--- config.mk ---
export PLATFORM = sky130hd
export DESIGN_NAME = cmac_exec
export DESIGN_NICKNAME = d
export VERILOG_FILES = /design/src/rtl/cmac_pkg.sv /design/src/rtl/cmac_decode.sv /design/src/rtl/cmac_datapath.sv /design/src/rtl/cmac_exec.sv
export SDC_FILE = /design/constraint.sdc
export NUM_CORES = 2
export LEC_CHECK = 0
export CAP_MARGIN = 10
export CORE_MARGIN = 3
export CORE_UTILIZATION = 57
export CTS_CLUSTER_DIAMETER = 200
export CTS_CLUSTER_SIZE = 30
export DETAILED_ROUTE_END_ITERATION = 7
export DONT_BUFFER_PORTS = 1
export HOLD_SLACK_MARGIN = 0.02
export MAX_ROUTING_LAYER = met4
export PLACE_DENSITY = 0.84
export SETUP_SLACK_MARGIN = 0.02
export SLEW_MARGIN = 20
export SYNTH_ARGS = -nofsm -noshare
export SYNTH_HDL_FRONTEND = slang
export SYNTH_HIERARCHICAL = 1
export SYNTH_SLANG_ARGS = --single-unit
export TNS_END_PERCENT = 100
--- constraint.sdc ---
create_clock -name clk -period 4.45 [get_ports clk]
set_input_delay 0.89 -clock clk [delete_from_list [all_inputs] [get_ports clk]]
set_output_delay 0.89 -clock clk [all_outputs]
set_load 0.01 [all_outputs]
--- src/rtl/cmac_pkg.sv ---
package cmac_pkg;

  localparam logic [6:0] CUSTOM0_OPC = 7'b0001011;

  typedef enum logic [2:0] {
    OP_NONE  = 3'd0,
    OP_CLR   = 3'd1,
    OP_RDLO  = 3'd2,
    OP_RDHI  = 3'd3,
    OP_MAC32 = 3'd4,
    OP_MAC64 = 3'd5,
    OP_BAD   = 3'd6
  } cmac_op_e;

  typedef struct packed {
    cmac_op_e   op;
    logic       sgn;
    logic [4:0] rd;
  } cmac_dec_t;

endpackage

--- src/rtl/cmac_decode.sv ---
module cmac_decode
  import cmac_pkg::*;
(
  input  logic [31:0] insn_i,
  output cmac_dec_t   dec_o
);

  logic [6:0] opc;
  logic [2:0] grp;
  logic [6:0] sel;
  logic [4:0] rd;
  logic       mid_zero;

  assign opc      = insn_i[6:0];
  assign rd       = insn_i[11:7];
  assign grp      = insn_i[14:12];
  assign mid_zero = (insn_i[24:15] == '0);
  assign sel      = insn_i[31:25];

  always_comb begin
    dec_o.op  = OP_NONE;
    dec_o.sgn = 1'b0;
    dec_o.rd  = rd;
    if (opc == CUSTOM0_OPC) begin
      dec_o.op = OP_BAD;
      unique case (grp)
        3'd0: begin
          if (mid_zero) begin
            if (sel == 7'd0 && rd == '0) dec_o.op = OP_CLR;
            else if (sel == 7'd1)        dec_o.op = OP_RDLO;
            else if (sel == 7'd2)        dec_o.op = OP_RDHI;
          end
        end
        3'd1, 3'd2: begin
          if (rd == '0 && sel[6:1] == '0) begin
            dec_o.op  = (grp == 3'd1) ? OP_MAC32 : OP_MAC64;
            dec_o.sgn = sel[0];
          end
        end
        default: dec_o.op = OP_BAD;
      endcase
    end
  end

endmodule

--- src/rtl/cmac_datapath.sv ---
module cmac_datapath
  import cmac_pkg::*;
#(
  parameter int XLEN = 32
) (
  input  cmac_op_e              op_i,
  input  logic                  sgn_i,
  input  logic [XLEN-1:0]       a_i,
  input  logic [XLEN-1:0]       b_i,
  input  logic [2*XLEN-1:0]     acc_i,
  output logic [2*XLEN-1:0]     acc_nxt_o
);

  localparam int ACC_W = 2 * XLEN;

  logic [ACC_W-1:0] a_ext;
  logic [ACC_W-1:0] b_ext;
  logic [ACC_W-1:0] prod;
  logic [XLEN-1:0]  sum_lo;
  logic [ACC_W-1:0] sum_full;

  // Extension picks signedness; the low ACC_W bits of the product are then exact.
  assign a_ext    = {{XLEN{sgn_i & a_i[XLEN-1]}}, a_i};
  assign b_ext    = {{XLEN{sgn_i & b_i[XLEN-1]}}, b_i};
  assign prod     = a_ext * b_ext;
  assign sum_lo   = prod[XLEN-1:0] + acc_i[XLEN-1:0];
  assign sum_full = prod + acc_i;

  always_comb begin
    unique case (op_i)
      OP_CLR:   acc_nxt_o = '0;
      OP_MAC32: acc_nxt_o = {{XLEN{1'b0}}, sum_lo};
      OP_MAC64: acc_nxt_o = sum_full;
      default:  acc_nxt_o = acc_i;
    endcase
  end

endmodule

--- src/rtl/cmac_exec.sv ---
module cmac_exec
  import cmac_pkg::*;
#(
  parameter int XLEN = 32
) (
  input  logic            clk,
  input  logic            rst_n,
  input  logic            issue_i,
  input  logic [31:0]     insn_i,
  input  logic [XLEN-1:0] src_a_i,
  input  logic [XLEN-1:0] src_b_i,
  output logic            wb_en_o,
  output logic [4:0]      wb_idx_o,
  output logic [XLEN-1:0] wb_data_o,
  output logic            illegal_o
);

  localparam int ACC_W = 2 * XLEN;

  cmac_dec_t        dec;
  logic [ACC_W-1:0] acc_q, acc_d, acc_calc;
  logic             acc_en;
  logic             wb_en_d, ill_d, data_en;
  logic [XLEN-1:0]  data_d;

  cmac_decode u_dec (
    .insn_i (insn_i),
    .dec_o  (dec)
  );

  cmac_datapath #(.XLEN(XLEN)) u_dp (
    .op_i      (dec.op),
    .sgn_i     (dec.sgn),
    .a_i       (src_a_i),
    .b_i       (src_b_i),
    .acc_i     (acc_q),
    .acc_nxt_o (acc_calc)
  );

  always_comb begin
    acc_en  = issue_i && (dec.op == OP_CLR || dec.op == OP_MAC32 || dec.op == OP_MAC64);
    acc_d   = acc_calc;
    data_en = issue_i && (dec.op == OP_RDLO || dec.op == OP_RDHI) && (dec.rd != '0);
    wb_en_d = data_en;
    data_d  = (dec.op == OP_RDHI) ? acc_q[ACC_W-1:XLEN] : acc_q[XLEN-1:0];
    ill_d   = issue_i && (dec.op == OP_BAD);
  end

  always_ff @(posedge clk or negedge rst_n) begin
    if (!rst_n) begin
      acc_q     <= '0;
      wb_en_o   <= 1'b0;
      illegal_o <= 1'b0;
      wb_idx_o  <= '0;
      wb_data_o <= '0;
    end else begin
      wb_en_o   <= wb_en_d;
      illegal_o <= ill_d;
      if (acc_en) acc_q <= acc_d;
      if (data_en) begin
        wb_idx_o  <= dec.rd;
        wb_data_o <= data_d;
      end
    end
  end

  // a write-back never targets register zero
  p_wb_nonzero_idx_r3: assert property (@(posedge clk) disable iff (!rst_n)
    wb_en_o |-> (wb_idx_o != '0));

  // a clear leaves the whole accumulator at zero
  p_clear_zero_r2: assert property (@(posedge clk) disable iff (!rst_n)
    (issue_i && dec.op == OP_CLR) |=> (acc_q == '0));

  // 32-bit accumulate leaves the upper half at zero
  p_mac32_upper_r4: assert property (@(posedge clk) disable iff (!rst_n)
    (issue_i && dec.op == OP_MAC32) |=> (acc_q[ACC_W-1:XLEN] == '0));

  // an illegal encoding leaves the accumulator untouched
  p_illegal_hold_r8: assert property (@(posedge clk) disable iff (!rst_n)
    illegal_o |-> $stable(acc_q));

  // illegal flag and write-back never coincide
  p_illegal_no_wb_r8: assert property (@(posedge clk) disable iff (!rst_n)
    !(illegal_o && wb_en_o));

  // foreign opcodes have no effect
  p_foreign_ignored_r10: assert property (@(posedge clk) disable iff (!rst_n)
    (issue_i && dec.op == OP_NONE) |=> (!wb_en_o && !illegal_o && $stable(acc_q)));

  // idle cycles have no effect
  p_idle_quiet_r11: assert property (@(posedge clk) disable iff (!rst_n)
    !issue_i |=> (!wb_en_o && !illegal_o && $stable(acc_q)));

endmodule

==> impl_metrics.toml <==
[clock_network]
cts_tree = "built"
clk_pin_slew_worst_paths_ps = 80
cts_buffers = 9
cts_buffer_depth = 2
clock-sinks = 103
cts_root_buffer = "clkbuf_16"
hold_buffers = 0
clock_latency_ps = 370
htreeDepth = 3

[placement]
placed_cell_area_mm2 = 0.0509
place_congestion = 0.952
port_buffers = 0
post-place-ws_ps = -6950
dp_hpwl_mm = 102

[synthesis]
synth_edf_count = 0
synth_top_family_by_area = "adder cells"
avgSynthCellArea_um2 = 9.18
muxShareOfSynthArea_pct = 3.44
synth.largest_area_cell = "fa_1"
synth_fa_ha_area_share_pct = 56.1
syn-num-nets = 6549
async_flop_share_pct = 100
ys_types = 82
synth.area.top_cells = "fa_1, inv_1, ha_1"
synth_common_cells = "fa_1, inv_1, nand2_1"
seq_area_frac_synth_pct = 5.56
ys_ff_latch = 103
synthFlopType = "dfrtp_1"
yosys.area_share.xor_xnor_pct = 2.50
yosys_warnings = 6
syn_area_mm2 = 0.0463
synthCells = 5048
synth_compound_area_share_pct = 6.22
yosys.area_share.simple_pct = 14.9
yosysTopAreaCellShare_pct = 48.7
synth.most_common_cell = "fa_1"

[setup_path]
endpoint_kind = "flip-flop"
r2r_start = "acc_q[0]"
crit_path_top_delay_cell = "fa_1"
worstSetupEndpoint = "acc_q[62]"
required_ps = 4710
cp.arrival_ps = 11060
startpoint = "insn_i[11]"
reg2reg_slack_ps = 700
reg2regPathDepth = 18
cp_slowest_stage_delay_ps = 640
worstSetupPathType = "input port to flip-flop"
critPathLaunchType = "input port"
path_common_cell = "fa_1"
reg2reg_to = "acc_q[40]"
cp_max_fo = 4

[global_route]
grt_use_total_pct = 32.6
grt-ovfl-total = 0
grt_pass1_wl_mm = 216
antenna_found_initial = 0
grt_pass1_vias = 41500
grt_start_max_net_pins = 104

[final_layout]
area_delta_synth_final_pct = 16.3
num_antenna_cells = 0
nNetsFinal = 6864
fin_area_mm2 = 0.0539
fillers = 5527
drive_above_1_share_pct = 20.5
utilization_pct = 67.5

[timing]
finClkSkew_ps = 9.08
setup_slack_ps = -6350
tightest_slew_ps = 757
slew_headroom_pct = 49.0
finalCritPeriodShare_pct = 243
period_needed_ps = 10800
final-setup-viol-count = 58
slew_violations = 0
rsz0062_at_grt = "yes"
hold_violations = 0
fmax_ghz = 0.0926

[run_status]
violations = "setup timing"
outcome = "complete, but fails checks"

[die]
start_util_pct = 58.1
die_h_um = 291
coreArea_mm2 = 0.0798
num_rows = 103
die-area_mm2 = 0.0847
die_w_um = 291
io_pins = 138

[route]
via_per_inst = 5.84
drc_errors = 0
wl_per_cell_um = 21.1
first_pass_iters = 6
drt-total-wl_mm = 135
ant_nets = 0
num_vias = 37500
initialDrtViolationCount = 2944

[worst_hold_path]
hold_path.class = "input port to async pin"

[run]
max-cap-violations = 0
==> what timing repair did <==
action | 4_1_cts | 5_1_grt
pin swaps | 205 | 181
gates resized for setup | 288 | 189
endpoints found under the setup margin | 58 | 58
setup buffers | 49 | 44
==> layout make-up <==
cell class	instances	area (um2)	share of cell area (%)
clock inverters	6	60.1	0.111
repair buffers	569	4580	8.51
flip-flops and latches	103	2580	4.78
inverters	1114	4190	7.78
multi-input cells	3566	40900	76.0
well taps	1050	1310	2.44
clock buffers	10	229	0.425
==> critical path: cells and delay by family <==
family	cells	cell delay (ps)
fa+ha+maj	10	4720
simple gates	12	2500
compound gates	7	1340
buf+inv	7	910
mux	2	500
xor+xnor	1	190
==> layout by cell type, fill, tap and decap left out, types with 9 or more instances in the layout <==
cell type,netlist,routed
and3_1,34,25
nand2_1,785,762
inv_2,0,27
nor2_2,1,9
nand3_1,34,26
inv_1,1114,1083
nor2_1,77,60
a21oi_1,122,68
and2_4,1,14
dfrtp_1,103,103
and2_1,379,366
a21oi_2,4,49
o21ai_1,10,64
nor2b_1,15,14
nand4_1,28,28
a21oi_4,0,9
buf_4,5,496
mux2_2,112,93
o21bai_1,17,13
o21a_1,17,15
nand2_2,0,15
xnor2_1,89,68
mux2_4,20,39
a21o_1,68,68
o21ai_2,0,21
or2_2,16,14
nor2_4,0,9
buf_6,4,68
ha_1,276,222
xnor2_2,0,20
clkbuf_16,0,9
o21ai_0,115,34
ha_4,0,51
fa_1,1126,1108
fa_2,0,18
nand2b_1,16,12
xor2_1,43,35
o211ai_1,11,11
==> logic make-up after synthesis <==
| family | Yosys count |
|---|---|
| multiplexers | 135 |
| AO/OA/AOI/OAI | 453 |
| adder cells (fa/ha/maj) | 1402 |
| AND/OR/NAND/NOR | 1444 |
| flip-flops | 103 |
| buffers and inverters | 1379 |
| XOR/XNOR | 132 |
==> worst min-delay path by stage <==
stage                          from         to  slack, ps  depth (start not counted)
after floorplan           acc_q[10]  acc_q[10]        520                          1
after global placement     acc_q[9]   acc_q[9]        540                          1
after detailed placement  acc_q[26]  acc_q[26]        550                          1
after CTS                     rst_n  acc_q[63]        200                          0
after global routing          rst_n  acc_q[63]        190                          0
final                         rst_n  acc_q[63]        210                          0
==> stage by stage <==
stage / hold WS [ps] / instances / setup TNS (ps)
3_5_place_dp: 550 / 6329 / -289240
4_1_cts: 196 / 6386 / -258310
2_1_floorplan: 523 / 5048 / -247200
3_3_place_gp: 537 / 6329 / -284750
6_report: 211 / 6418 / -263710
5_1_grt: 190 / 6418 / -277240
==> layer usage <==
metal	wire [um]	track usage [%]	part of all wire, %	vias to the layer above
met4	5810	11.6	4.3	0
li1	-	-	-	15700
met3	12200	5.26	9.0	507
met5	0	-	0	-
met1	49800	40.9	37	19100
met2	67400	53.9	50	2215
==> state kept, by name (all words and copies together) (netlist names) <==
signal     flops
wb_data_o     32
illegal_o      1
acc_q         64
wb_idx_o       5
wb_en_o        1
Power is left out: the tool's default activity adds up to more than one toggle a clock period on the data nets, which glitch-free logic cannot reach.
